===== config.mk =====
export PLATFORM = sky130hd
export DESIGN_NAME = mcu_alu_dp
export DESIGN_NICKNAME = d
export VERILOG_FILES = /design/src/rtl/mcu_alu_pkg.sv /design/src/rtl/mcu_bitmask_gen.sv /design/src/rtl/mcu_operand_mux.sv /design/src/rtl/mcu_alu_core.sv /design/src/rtl/mcu_alu_dp.sv
export SDC_FILE = /design/constraint.sdc
export NUM_CORES = 1
export LEC_CHECK = 0
export ABC_AREA = 1
export CAP_MARGIN = 5
export CELL_PAD_IN_SITES_DETAIL_PLACEMENT = 1
export CELL_PAD_IN_SITES_GLOBAL_PLACEMENT = 1
export CORE_ASPECT_RATIO = 0.9
export CORE_UTILIZATION = 36
export DETAILED_ROUTE_END_ITERATION = 16
export PLACE_DENSITY_LB_ADDON = 0.1
export SYNTH_ARGS = -nofsm -noshare
export SYNTH_HDL_FRONTEND = slang
export SYNTH_SLANG_ARGS = --single-unit

===== constraint.sdc =====
create_clock -name vclk -period 3.1
set_clock_uncertainty 0.1 [all_clocks]
set_input_delay 0.31 -clock vclk [all_inputs]
set_output_delay 0.31 -clock vclk [all_outputs]
set_load 0.05 [all_outputs]

===== src/rtl/mcu_alu_pkg.sv =====
package mcu_alu_pkg;

  // Operation codes (values are part of the block's interface)
  typedef enum logic [3:0] {
    OP_ADD  = 4'b0000,
    OP_AND  = 4'b0001,
    OP_OR   = 4'b0010,
    OP_XOR  = 4'b0011,
    OP_COM  = 4'b0100,
    OP_ROR  = 4'b0101,
    OP_ROL  = 4'b0110,
    OP_SWAP = 4'b0111,
    OP_SUB  = 4'b1000
  } alu_op_e;

  // Operand source codes, shared by both selectors
  typedef enum logic [1:0] {
    SRC_WREG  = 2'b00,
    SRC_FILE  = 2'b01,
    SRC_LIT   = 2'b10,
    SRC_EXTRA = 2'b11
  } src_sel_e;

endpackage


===== src/rtl/mcu_bitmask_gen.sv =====
module mcu_bitmask_gen #(
  parameter int DATA_W = 8,
  localparam int IDX_W = $clog2(DATA_W)
) (
  input  logic [IDX_W-1:0]  idx_i,
  input  logic              invert_i,
  output logic [DATA_W-1:0] mask_o
);

  logic [DATA_W-1:0] onehot_raw;

  // One comparator per bit position
  for (genvar gi = 0; gi < DATA_W; gi++) begin : g_bit
    assign onehot_raw[gi] = (idx_i == IDX_W'(gi));
  end

  assign mask_o = onehot_raw ^ {DATA_W{invert_i}};

  always_comb begin
    AST_MASK_ONE_SET: assert ($countones(onehot_raw) == 1);
    if (!invert_i)
      AST_MASK_PLAIN: assert (mask_o[idx_i] && $countones(mask_o) == 1);
    else
      AST_MASK_INVERTED: assert (!mask_o[idx_i] && $countones(mask_o) == DATA_W - 1);
  end

endmodule


===== src/rtl/mcu_operand_mux.sv =====
module mcu_operand_mux #(
  parameter int DATA_W = 8
) (
  input  logic [DATA_W-1:0] wreg_i,
  input  logic [DATA_W-1:0] file_i,
  input  logic [DATA_W-1:0] lit_i,
  input  logic [DATA_W-1:0] extra_i,
  input  logic [1:0]        sel_i,
  output logic [DATA_W-1:0] opnd_o
);
  import mcu_alu_pkg::*;

  always_comb begin
    unique case (src_sel_e'(sel_i))
      SRC_WREG:  opnd_o = wreg_i;
      SRC_FILE:  opnd_o = file_i;
      SRC_LIT:   opnd_o = lit_i;
      default:   opnd_o = extra_i;
    endcase
  end

endmodule


===== src/rtl/mcu_alu_core.sv =====
module mcu_alu_core #(
  parameter int DATA_W = 8,
  localparam int HALF_W = DATA_W / 2
) (
  input  logic [DATA_W-1:0] opa_i,
  input  logic [DATA_W-1:0] opb_i,
  input  logic [3:0]        op_i,
  input  logic              carry_i,
  output logic [DATA_W-1:0] result_o,
  output logic              carry_o,
  output logic              arith_o,
  output logic              rotate_o
);
  import mcu_alu_pkg::*;

  // {carry, sum}
  function automatic logic [DATA_W:0] f_add(input logic [DATA_W-1:0] a,
                                            input logic [DATA_W-1:0] b);
    return {1'b0, a} + {1'b0, b};
  endfunction

  // {no_borrow, difference}: two's complement add of ~b plus one
  function automatic logic [DATA_W:0] f_sub(input logic [DATA_W-1:0] a,
                                            input logic [DATA_W-1:0] b);
    return {1'b0, a} + {1'b0, ~b} + {{DATA_W{1'b0}}, 1'b1};
  endfunction

  // {carry_out, rotated}
  function automatic logic [DATA_W:0] f_ror(input logic [DATA_W-1:0] a,
                                            input logic cin);
    return {a[0], cin, a[DATA_W-1:1]};
  endfunction

  function automatic logic [DATA_W:0] f_rol(input logic [DATA_W-1:0] a,
                                            input logic cin);
    return {a, cin};
  endfunction

  function automatic logic [DATA_W-1:0] f_swap(input logic [DATA_W-1:0] a);
    return {a[HALF_W-1:0], a[DATA_W-1:HALF_W]};
  endfunction

  logic [DATA_W:0] wide;

  always_comb begin
    arith_o  = 1'b0;
    rotate_o = 1'b0;
    wide     = {carry_i, {DATA_W{1'b0}}};
    case (alu_op_e'(op_i))
      OP_ADD:  begin wide = f_add(opa_i, opb_i); arith_o = 1'b1; end
      OP_SUB:  begin wide = f_sub(opa_i, opb_i); arith_o = 1'b1; end
      OP_AND:  wide = {carry_i, opa_i & opb_i};
      OP_OR:   wide = {carry_i, opa_i | opb_i};
      OP_XOR:  wide = {carry_i, opa_i ^ opb_i};
      OP_COM:  wide = {carry_i, ~opa_i};
      OP_SWAP: wide = {carry_i, f_swap(opa_i)};
      OP_ROR:  begin wide = f_ror(opa_i, carry_i); rotate_o = 1'b1; end
      OP_ROL:  begin wide = f_rol(opa_i, carry_i); rotate_o = 1'b1; end
      default: wide = {carry_i, {DATA_W{1'b0}}};
    endcase
  end

  assign result_o = wide[DATA_W-1:0];
  assign carry_o  = wide[DATA_W];

  always_comb begin
    if (!arith_o && !rotate_o)
      AST_CARRY_KEPT: assert (carry_o == carry_i);
    if (op_i == OP_SUB)
      AST_SUB_NOBORROW: assert (carry_o == (opa_i >= opb_i));
    if (op_i == OP_ADD)
      AST_ADD_WRAP: assert (carry_o == (result_o < opa_i));
    if (op_i[3] && op_i != OP_SUB)
      AST_UNDEF_ZERO: assert (result_o == '0 && carry_o == carry_i);
  end

endmodule


===== src/rtl/mcu_alu_dp.sv =====
module mcu_alu_dp #(
  parameter int DATA_W = 8,
  localparam int IDX_W = $clog2(DATA_W)
) (
  input  logic [DATA_W-1:0] w_reg_i,
  input  logic [DATA_W-1:0] file_bus_i,
  input  logic [DATA_W-1:0] literal_i,
  input  logic [IDX_W-1:0]  bit_idx_i,
  input  logic              mask_invert_i,
  input  logic [1:0]        a_sel_i,
  input  logic [1:0]        b_sel_i,
  input  logic [3:0]        op_i,
  input  logic              carry_i,
  output logic [DATA_W-1:0] result_o,
  output logic              zero_o,
  output logic              carry_o
);
  import mcu_alu_pkg::*;

  localparam logic [DATA_W-1:0] CONST_ONE = DATA_W'(1);

  logic [DATA_W-1:0] bit_mask;
  logic [DATA_W-1:0] opa;
  logic [DATA_W-1:0] opb;
  logic              arith_op;
  logic              rotate_op;

  mcu_bitmask_gen #(.DATA_W(DATA_W)) u_mask (
    .idx_i    (bit_idx_i),
    .invert_i (mask_invert_i),
    .mask_o   (bit_mask)
  );

  mcu_operand_mux #(.DATA_W(DATA_W)) u_mux_a (
    .wreg_i  (w_reg_i),
    .file_i  (file_bus_i),
    .lit_i   (literal_i),
    .extra_i (bit_mask),
    .sel_i   (a_sel_i),
    .opnd_o  (opa)
  );

  mcu_operand_mux #(.DATA_W(DATA_W)) u_mux_b (
    .wreg_i  (w_reg_i),
    .file_i  (file_bus_i),
    .lit_i   (literal_i),
    .extra_i (CONST_ONE),
    .sel_i   (b_sel_i),
    .opnd_o  (opb)
  );

  mcu_alu_core #(.DATA_W(DATA_W)) u_core (
    .opa_i    (opa),
    .opb_i    (opb),
    .op_i     (op_i),
    .carry_i  (carry_i),
    .result_o (result_o),
    .carry_o  (carry_o),
    .arith_o  (arith_op),
    .rotate_o (rotate_op)
  );

  assign zero_o = ~|result_o;

  always_comb begin
    AST_ZERO_FLAG: assert (zero_o == ($countones(result_o) == 0));
    if (b_sel_i == SRC_EXTRA)
      AST_B_CONST_ONE: assert (opb == CONST_ONE);
    if (a_sel_i == SRC_FILE)
      AST_A_FILE: assert (opa == file_bus_i);
    if (rotate_op && op_i == OP_ROR)
      AST_ROR_CARRY: assert (carry_o == opa[0] && result_o[DATA_W-1] == carry_i);
    if (rotate_op && op_i == OP_ROL)
      AST_ROL_CARRY: assert (carry_o == opa[DATA_W-1] && result_o[0] == carry_i);
    if (arith_op && b_sel_i == SRC_EXTRA && op_i == OP_ADD)
      AST_INC_STEP: assert (result_o == opa + CONST_ONE);
  end

endmodule


==> results.md, run 1 <==
- Hpwl dp: roughly 11000 µm
- GP Congestion: ~0.95
- Syn Nets: between 400 and 500
- Post-CTS Resized: between 150 and 200
- Rows: 26
- CTS hold repair buffers: 0
- I/O Buffers: 47
- Status: did not finish
- Mapped Cells: ~420
- Ys Warns: 0
- Die width: roughly 85 µm
- Unique masters post-synth: 32
- Syn_area_per_cell: 5.32 µm²
- Cell Area, Synth: ~2200 µm²
- Post-CTS Setup Inserts: 35
- Sequential share of the synthesized area: 0%
- Starting Density: 38.1%
- Ports: 47
- Run Error: [ERROR DPL-0033] detailed placement checks failed during check placement.
- Halt Stage: 4_1_cts
- Die height: between 70 and 80 µm
cell usage after synthesis, drive strengths merged:
master | number | area, µm²
or2 | 1 | 6.26
nand3 | 77 | 425
and2 | 1 | 8.76
o21a | 2 | 15.0
a21boi | 1 | 7.51
xor2 | 2 | 17.5
o22ai | 2 | 12.5
fa | 2 | 40.0
o21ai | 16 | 80.1
inv | 61 | 229
a21oi | 16 | 80.1
o41ai | 1 | 8.76
nand3b | 2 | 15.0
nor2 | 53 | 244
a221oi | 5 | 43.8
nand4 | 14 | 87.6
o211ai | 2 | 15.0
buf | 8 | 55.1
nor3 | 3 | 37.5
nand2 | 123 | 482
ha | 24 | 300
clkinv | 1 | 8.76
stage by stage:
step / worst slack [ns] / TNS [ns] / util [%] / std cells / instance area (µm²)
detailed placement: -0.812 / -4.87 / 61.8 / 624 / 3600
global placement: -0.560 / -3.17 / 61.8 / 624 / 3600
floorplan: 0.00471 / 0 / - / 417 / 2280
cell families after synthesis:
group / synth area share [%]
buf+inv: 13.2
compound gates: 11.8
fa+ha+maj: 15.3
simple gates: 58.8
xor+xnor: 0.789
==> run 2, diff against run 1 <==
--- a/config.mk
+++ b/config.mk
@@ -7,12 +7,9 @@
 export LEC_CHECK = 0
 export ABC_AREA = 1
 export CAP_MARGIN = 5
-export CELL_PAD_IN_SITES_DETAIL_PLACEMENT = 1
-export CELL_PAD_IN_SITES_GLOBAL_PLACEMENT = 1
-export CORE_ASPECT_RATIO = 0.9
-export CORE_UTILIZATION = 36
+export CORE_UTILIZATION = 35
 export DETAILED_ROUTE_END_ITERATION = 16
-export PLACE_DENSITY_LB_ADDON = 0.1
+export PLACE_DENSITY_LB_ADDON = 0.15
 export SYNTH_ARGS = -nofsm -noshare
 export SYNTH_HDL_FRONTEND = slang
 export SYNTH_SLANG_ARGS = --single-unit
==> results.md, run 2 <==
- # DRC: 0
- 1st-pass router iterations: 6
- DR iter-0 viols: 339
- Syn Nets: 480 (unchanged)
- Starting Density: 36.8% (-1.3 points)
- Fill count: ~460
- Syn-to-layout area delta: 98.8%
- Final Worst Setup Slack: -0.0187 ns
- Vias in the first global route: 3360
- Register area: 0 µm²
- Post-synth top area cell: nand2_1
- CP Class: in -> out
- Initial antenna violation count: 0
- Max Transition Viols Final: 0
- Die height: 81.6 µm (+6.7%)
- Sequential share of the synthesized area: 0% (unchanged)
- WP data arrival: 2.71 ns
- Syn_area_per_cell: 5.32 µm² (unchanged)
- Slew @ Worst Pin: 0.531 ns
- Die width: 81.6 µm (-3.7%)
- Min Tclk post-route: 3.12 ns
- Grt total ovfl: 0
- Count leader, synth: nand2_1
- Nets: 653
- Final Cycle Share: 101%
- Drt via density: roughly 5.5
- Critical Path End Type: output pin
- Endpoints failing setup: 1
- I/O Buffers: 47 (unchanged)
- GP Congestion: 0.951 (-0.25%)
- Seq_cells: 0
- Worst slew margin: roughly 64%
- Endpoints failing hold: 0
- Final core occ: roughly 73%
- Commonest cells post-synth: 117 x nand2_1, 69 x nand3_1, 47 x inv_1
- Worst min-delay path class: in -> out
- Multi-input gate area: about 2500 µm²
- DRT Wirelength: 10500 µm
- Clock buf count: 0
- Critical path peak fanout: 6
- Failing checks: negative setup slack
- Cell Area, Synth: 2220 µm² (unchanged)
- Most common cell after layout, fill and taps aside: buf_4
- Fmax: 321 MHz
- Largest net degree at the start of global routing: 10
- Unrepaired setup endpoints after global routing: true
- Rows: 28 (+7.7%)
- LEAKAGE: 2.25 nW
- Hpwl dp: 7370 µm (-31%)
- Synth top area share: 19.8% (unchanged)
- Core area: 6030 µm²
- Ports: 47 (unchanged)
- Unique masters post-synth: 32 (unchanged)
- Startpoint types: input pin
- Antenna cells: 0
- Worst Path Required: ~2.7 ns
- Vias after detailed routing: 3622
- GRT Overall Usage: between 30% and 40%
- Synth top area cells: nand2_1 20%, nand3_1 16%, ha_1 14%
- First-pass GRT wire length: roughly 16000 µm
- Wire per inst: 15.9 µm
- Worst Hold Margin: around 1.4 ns
- Most frequent cells in the layout: 126 x buf_4, 93 x nand2_1, 50 x nand3_1
- Ys Warns: 0 (unchanged)
- Layout cell share with drive strength beyond 1: 51.7%
- Antenna-violating nets left: 0
- Pwr per Cell Area: ~250 nW/µm²
- MaxCap Viol Count: 0
- Mapped Cells: 417 (unchanged)
- Maximum vdd drop: 0.170 mV
- Die area: ~6700 µm²
- Status: complete, but fails checks
run 2: routing by layer:
metal | global-route usage (%) | vias up | routed length [µm]
li1 | - | 1716 | -
met1 | 37.7 | 1717 | 4450
met2 | 55.7 | 154 | 5150
met3 | 2.67 | 35 | 592
met4 | 7.54 | 0 | 329
met5 | 0 | - | 0
run 2: what timing repair did:
action                                  in CTS  in global routing
pin swaps                                   53                 57
endpoints found under the setup margin       9                  7
gates cloned                                 1                  0
buffers inserted                            25                 10
gates resized for setup                    117                 84
hold buffers                                 0                  0
run 2: area by class of cell:
cell class,count,area share [%]
Timing Repair Buffer,179,35.8
Multi-Input combinational cell,347,56.3
Tap cell,75,2.13
Inverter,62,5.84
run 2: critical path, cell delays in order:
cell	delay (ns)
buf_8	0.10
buf_8	0.13
o21ai_2	0.18
nand3_4	0.10
nand2_4	0.11
ha_4	0.14
inv_4	0.04
fa_2	0.38
xor2_1	0.15
nand2_1	0.09
nand3_2	0.10
nor2_1	0.12
nand2_1	0.07
nor2_2	0.12
nand2_4	0.07
nor2_4	0.10
nand3_2	0.09
nor2_4	0.15
buf_12	0.14
run 2: path summary, 6_finish.rpt:
check | start | endpoint | depth (start not counted)
worst max-delay path | a_sel_i[0] | zero_o | 19
worst min-delay path | carry_i | carry_o | 4
run 2: logic make-up after synthesis:
group / after synthesis / synth area share (%)
fa+ha+maj: 26 / 15.3
simple gates: 274 / 58.8
xor+xnor: 2 / 0.789
compound gates: 45 / 11.8
buf+inv: 70 / 13.2
run 2: power breakdown:
group | total (W) | switching (W) | internal, W
combinational | 0.00111 | 0.000579 | 0.000535
clock | 0 | 0 | 0
sequential | 0 | 0 | 0
total | 0.00111 | 0.000579 | 0.000535
run 2: per-stage QoR:
stage                     cells  setup TNS, ns  cell area (µm²)  total power, W  worst slack (ns)
after CTS                   653              0             4120         0.00101          0.000284
after global routing        663         -0.287             4410         0.00118            -0.134
after floorplan             417              0             2280        0.000437           0.00471
after detailed placement    627          -3.17             3600        0.000857            -0.534
after global placement      627          -3.01             3600        0.000849            -0.524
final                       663        -0.0187             4410         0.00111           -0.0187
(Power assumes the default switching activity.)
==> run 3, diff against run 2 <==
--- a/config.mk
+++ b/config.mk
@@ -10,6 +10,7 @@
 export CORE_UTILIZATION = 35
 export DETAILED_ROUTE_END_ITERATION = 16
 export PLACE_DENSITY_LB_ADDON = 0.15
+export SETUP_SLACK_MARGIN = 0.2
 export SYNTH_ARGS = -nofsm -noshare
 export SYNTH_HDL_FRONTEND = slang
 export SYNTH_SLANG_ARGS = --single-unit
==> results.md, run 3 (synthesized netlist as in run 2, its figures left out) <==
- Worst Path Required: 2.69 ns (about the same)
- Seq_cells: 0 (unchanged)
- Status: complete, but fails checks
- Maximum vdd drop: 0.155 mV (-8.4%)
- Most common cell after layout, fill and taps aside: buf_4
- Starting Density: 36.8% (unchanged)
- Initial antenna violation count: 0 (unchanged)
- Wire per inst: 15.2 µm (-4.0%)
- Vias in the first global route: 3327 (-0.98%)
- Slew @ Worst Pin: 0.434 ns (-0.0969 ns)
- Final Cycle Share: 103% (+2.7 points)
- Pwr per Cell Area: 251 nW/µm² (-0.41%)
- Nets: 652 (-0.15%)
- Endpoints failing hold: 0 (unchanged)
- Die height: 81.6 µm (unchanged)
- Vias after detailed routing: 3494 (-3.5%)
- Most frequent cells in the layout: 107 x buf_4, 99 x nand2_1, 48 x nand3_1
- First-pass GRT wire length: 15600 µm (-0.31%)
- WP data arrival: 2.79 ns (+0.08 ns)
- Drt via density: 5.28 (-3.4%)
- Fmax: 312 MHz (-2.6%)
- CTS hold repair buffers: 0 (unchanged)
- MaxCap Viol Count: 0 (unchanged)
- Critical path peak fanout: 7 (+1)
- Core area: 6030 µm² (unchanged)
- Worst Hold Margin: 1.41 ns (+0.0339 ns)
- Multi-input gate area: 2450 µm² (-1.3%)
- Final core occ: 73.5% (+0.23 points)
- Failing checks: negative setup slack
- Final Worst Setup Slack: -0.103 ns (-0.0848 ns)
- Startpoint types: input pin
- Grt total ovfl: 0 (unchanged)
- Unrepaired setup endpoints after global routing: true
- Fill count: 471 (+1.5%)
- Largest net degree at the start of global routing: 12 (+2)
- Layout cell share with drive strength beyond 1: 50.3% (-1.4 points)
- Syn-to-layout area delta: 99.4%
- Register area: 0 µm² (unchanged)
- DRT Wirelength: 10100 µm (-4.1%)
- Ports: 47 (unchanged)
- I/O Buffers: 47 (unchanged)
- Critical Path End Type: output pin
- 1st-pass router iterations: 5 (-1)
- Antenna-violating nets left: 0 (unchanged)
- Die area: 6660 µm² (unchanged)
- Min Tclk post-route: 3.20 ns (+0.0848 ns)
- DR iter-0 viols: 233 (-31%)
- Overall power: 0.00111 W (-0.10%)
- Antenna cells: 0 (unchanged)
- Setup TNS: -0.108 ns (-0.0896 ns)
- LEAKAGE: 2.23 nW (-0.93%)
- Hpwl dp: 7270 µm (-1.4%)
- # DRC: 0 (unchanged)
- GP Congestion: 0.923 (-2.9%)
- Max Transition Viols Final: 0 (unchanged)
- Clock buf count: 0 (unchanged)
- GRT Overall Usage: 30.1% (-0.24 points)
- Endpoints failing setup: 2 (+1)
- Die width: 81.6 µm (unchanged)
- Rows: 28 (unchanged)
- CP Class: in -> out
- Worst slew margin: 71.0% (+6.6 points)
- Worst min-delay path class: in -> out
[run 3: critical path, stage by stage]
cell	delay [ns]
buf_6	0.08
buf_8	0.12
buf_6	0.11
nand2_4	0.05
inv_8	0.09
nand3_4	0.10
nand2_4	0.13
inv_4	0.04
ha_4	0.15
fa_2	0.39
xor2_1	0.18
o21ai_1	0.13
nor2_2	0.11
nand2_1	0.08
nor2_2	0.16
nand2_4	0.08
nor2_4	0.08
nand3_2	0.09
nor2_4	0.16
buf_12	0.15
[run 3: final timing paths]
check / startpoint / to / slack [ns] / depth (start not counted)
worst max-delay path: a_sel_i[1] / zero_o / -0.10 / 20
worst min-delay path: carry_i / carry_o / 1.41 / 4
[run 3: timing repair]
action                     CTS  global route
gates cloned                 2             0
setup buffers               22             8
pin swaps                   65            41
gates resized for setup    141            52
setup endpoints to repair   10             9
[run 3: final cells by class]
type               instances  share of cell area (%)
inverters                 62                    5.74
multi-input cells        347                    55.4
well taps                 75                    2.12
repair buffers           178                    36.7
[run 3: where the power goes]
part / internal (W) / switching (W)
sequential: 0 / 0
clock: 0 / 0
combinational: 0.000539 / 0.000574
[run 3: stage by stage]
stage | instances | setup WS [ns] | instance area [µm²]
6_report | 662 | -0.103 | 4430
3_3_place_gp | 630 | -0.553 | 3690
4_1_cts | 654 | -0.0209 | 4190
3_5_place_dp | 630 | -0.584 | 3690
2_1_floorplan | 417 | 0.0981 | 2370
5_1_grt | 662 | -0.204 | 4430
[run 3: metal layers]
metal  up-vias  global-route usage [%]  wire (µm)
met1      1601                    38.7       4210
met3        22                    1.44        709
li1       1722                       -          -
met5         -                       0          0
met2       149                    54.5       4950
met4         0                    7.37        215
==> run 4, diff against run 3 <==
--- a/config.mk
+++ b/config.mk
@@ -7,9 +7,10 @@
 export LEC_CHECK = 0
 export ABC_AREA = 1
 export CAP_MARGIN = 5
+export CORE_MARGIN = 3
 export CORE_UTILIZATION = 35
 export DETAILED_ROUTE_END_ITERATION = 16
-export PLACE_DENSITY_LB_ADDON = 0.15
+export PLACE_DENSITY = 0.64
 export SETUP_SLACK_MARGIN = 0.2
 export SYNTH_ARGS = -nofsm -noshare
 export SYNTH_HDL_FRONTEND = slang
==> results.md, run 4 (synthesized netlist as in run 2, its figures left out) <==
- Endpoints failing hold: 0 (unchanged)
- Fin area: 4330 µm² (-2.2%)
- First-pass GRT wire length: 15700 µm (+0.93%)
- Hold path depth: 4 (unchanged)
- Vias after detailed routing: 3456 (-1.1%)
- Most common cell after layout, fill and taps aside: buf_4
- GP Congestion: 0.987 (+6.9%)
- Layout cell share with drive strength beyond 1: 48.4% (-1.9 points)
- Crit path cell chain: buf_4 > buf_6 > nor2_4 > buf_6 > a221oi_2 > buf_4 > ha_4 > inv_4 > buf_4 > buf_4 > nand2_1 > nand3_1 > nor2_1 > nand2_1 > nor2_2 > nand2_4 > nor2_4 > nand3_2 > nor2_4 > buf_12
- Final Cycle Share: 99.1% (-4.2 points)
- Final Non-Filler Cells: 660 (-0.30%)
- Grt total ovfl: 0 (unchanged)
- Largest net degree at the start of global routing: 10 (-2)
- Max Transition Viols Final: 0 (unchanged)
- Antenna-violating nets left: 0 (unchanged)
- Clock buf count: 0 (unchanged)
- Critical path peak fanout: 6 (-1)
- Worst slew margin: 73.8% (+2.8 points)
- DR iter-0 viols: 302 (+30%)
- Register area: 0 µm² (unchanged)
- Final Worst Setup Slack: 0.0280 ns (+0.131 ns)
- Pre-CTS setup slack: -0.517 ns (+0.0676 ns)
- Pwr per Cell Area: 252 nW/µm² (+0.11%)
- Min Tclk post-route: 3.07 ns (-0.131 ns)
- Worst min-delay path class: in -> out
- Crit path largest cell delay: 0.29 ns (-0.10 ns)
- Crit path depth: 20 (unchanged)
- Antenna cells: 0 (unchanged)
- Most frequent cells in the layout: 117 x buf_4, 98 x nand2_1, 50 x nand3_1
- Maximum vdd drop: 0.137 mV (-12%)
- # DRC: 0 (unchanged)
- Die width: 85.6 µm (+4.9%)
- Drt via density: 5.24 (-0.79%)
- Hpwl dp: 7570 µm (+4.2%)
- Seq_cells: 0 (unchanged)
- Fmax: 326 MHz (+4.3%)
- GRT Overall Usage: 26.0% (-4.1 points)
- Endpoints failing setup: 0 (-2)
- Rows: 28 (unchanged)
- Vias in the first global route: 3410 (+2.5%)
- Final core occ: 71.8% (-1.6 points)
- Number of buffers and inverters on the critical path: 8 (+2)
- Worst Path Required: 2.69 ns (about the same)
- Die area: 7330 µm² (+10%)
- MaxCap Viol Count: 0 (unchanged)
- CP most frequent cell: buf_4
- Critical Path End Type: output pin
- Core area: 6030 µm² (unchanged)
- Status: complete, no violations
- Worst Hold Margin: 1.44 ns (+0.0291 ns)
- Die height: 85.6 µm (+4.9%)
- CTS hold repair buffers: 0 (unchanged)
- DRT Wirelength: 9850 µm (-2.4%)
- Ports: 47 (unchanged)
- LEAKAGE: 2.20 nW (-1.2%)
- Unrepaired setup endpoints after global routing: true
- Starting Density: 36.8% (unchanged)
- Nets: 650 (-0.31%)
- Syn-to-layout area delta: 95.0%
- Crit-path leading delay family: simple AND/OR/NAND/NOR gates
- CP Class: in -> out
- Startpoint types: input pin
- WP data arrival: 2.66 ns (-0.13 ns)
- Inst Count DP: 629 (-0.16%)
- Slew @ Worst Pin: 0.392 ns (-0.0425 ns)
- Wire per inst: 14.9 µm (-2.1%)
- 1st-pass router iterations: 5 (unchanged)
- Crit-path slowest cell: ha_4
- I/O Buffers: 47 (unchanged)
- Initial antenna violation count: 0 (unchanged)
- Post-place instance area: 3670 µm² (-0.54%)
-- run 4: cell count changes in the layout (fill, tap and decap cells not counted), moves of 3 or more --
cell           delta
dlygate4sd2_1     -3
buf_4            +10
buf_6            -10
nand3_2           -3
inv_2             -3
inv_1             +3
-- run 4: final timing paths --
check             startpoint      end  slack [ns]
hold / removal       carry_i  carry_o        1.44
setup / recovery  b_sel_i[0]   zero_o        0.03
-- run 4: repair_timing --
action / in CTS / in global routing
setup endpoints to repair: 10 / 9
gates resized for setup: 134 / 32
setup buffers: 22 / 8
cloned: 1 / 0
pin swaps: 57 / 39
-- run 4: cell type report --
type / count / area (µm²)
fillers: 466 / 1700
inverters: 62 / 253
multi-input cells: 347 / 2430
repair buffers: 176 / 1560
well taps: 75 / 93.8
-- run 4: report_power, final --
part | total, W | internal, W | switching (W) | leakage [nW]
combinational | 0.00109 | 0.000530 | 0.000559 | 2.20
sequential | 0 | 0 | 0 | 0
clock | 0 | 0 | 0 | 0
total | 0.00109 | 0.000530 | 0.000559 | 2.20
-- run 4: routing by layer --
layer  wire [µm]  global-route usage, %  vias to the layer above
met3         583                   1.92                       20
li1            -                      -                     1713
met5           0                      0                        -
met1        4180                   34.0                     1605
met4         231                   6.19                        0
met2        4850                   46.3                      118
-- run 4: worst min-delay path, stage by stage --
cell and delay [ns]:
clkdlybuf4s50_1 0.48, o41ai_1 0.10, nand4_1 0.14, buf_12 0.19
-- run 4: per-stage QoR --
step	TNS [ns]	total power [W]
global placement	-2.49	0.000864
detailed placement	-2.88	0.000879
finish	0	0.00109
CTS	0	0.00101
floorplan	0	0.000453
global route	-0.332	0.00117
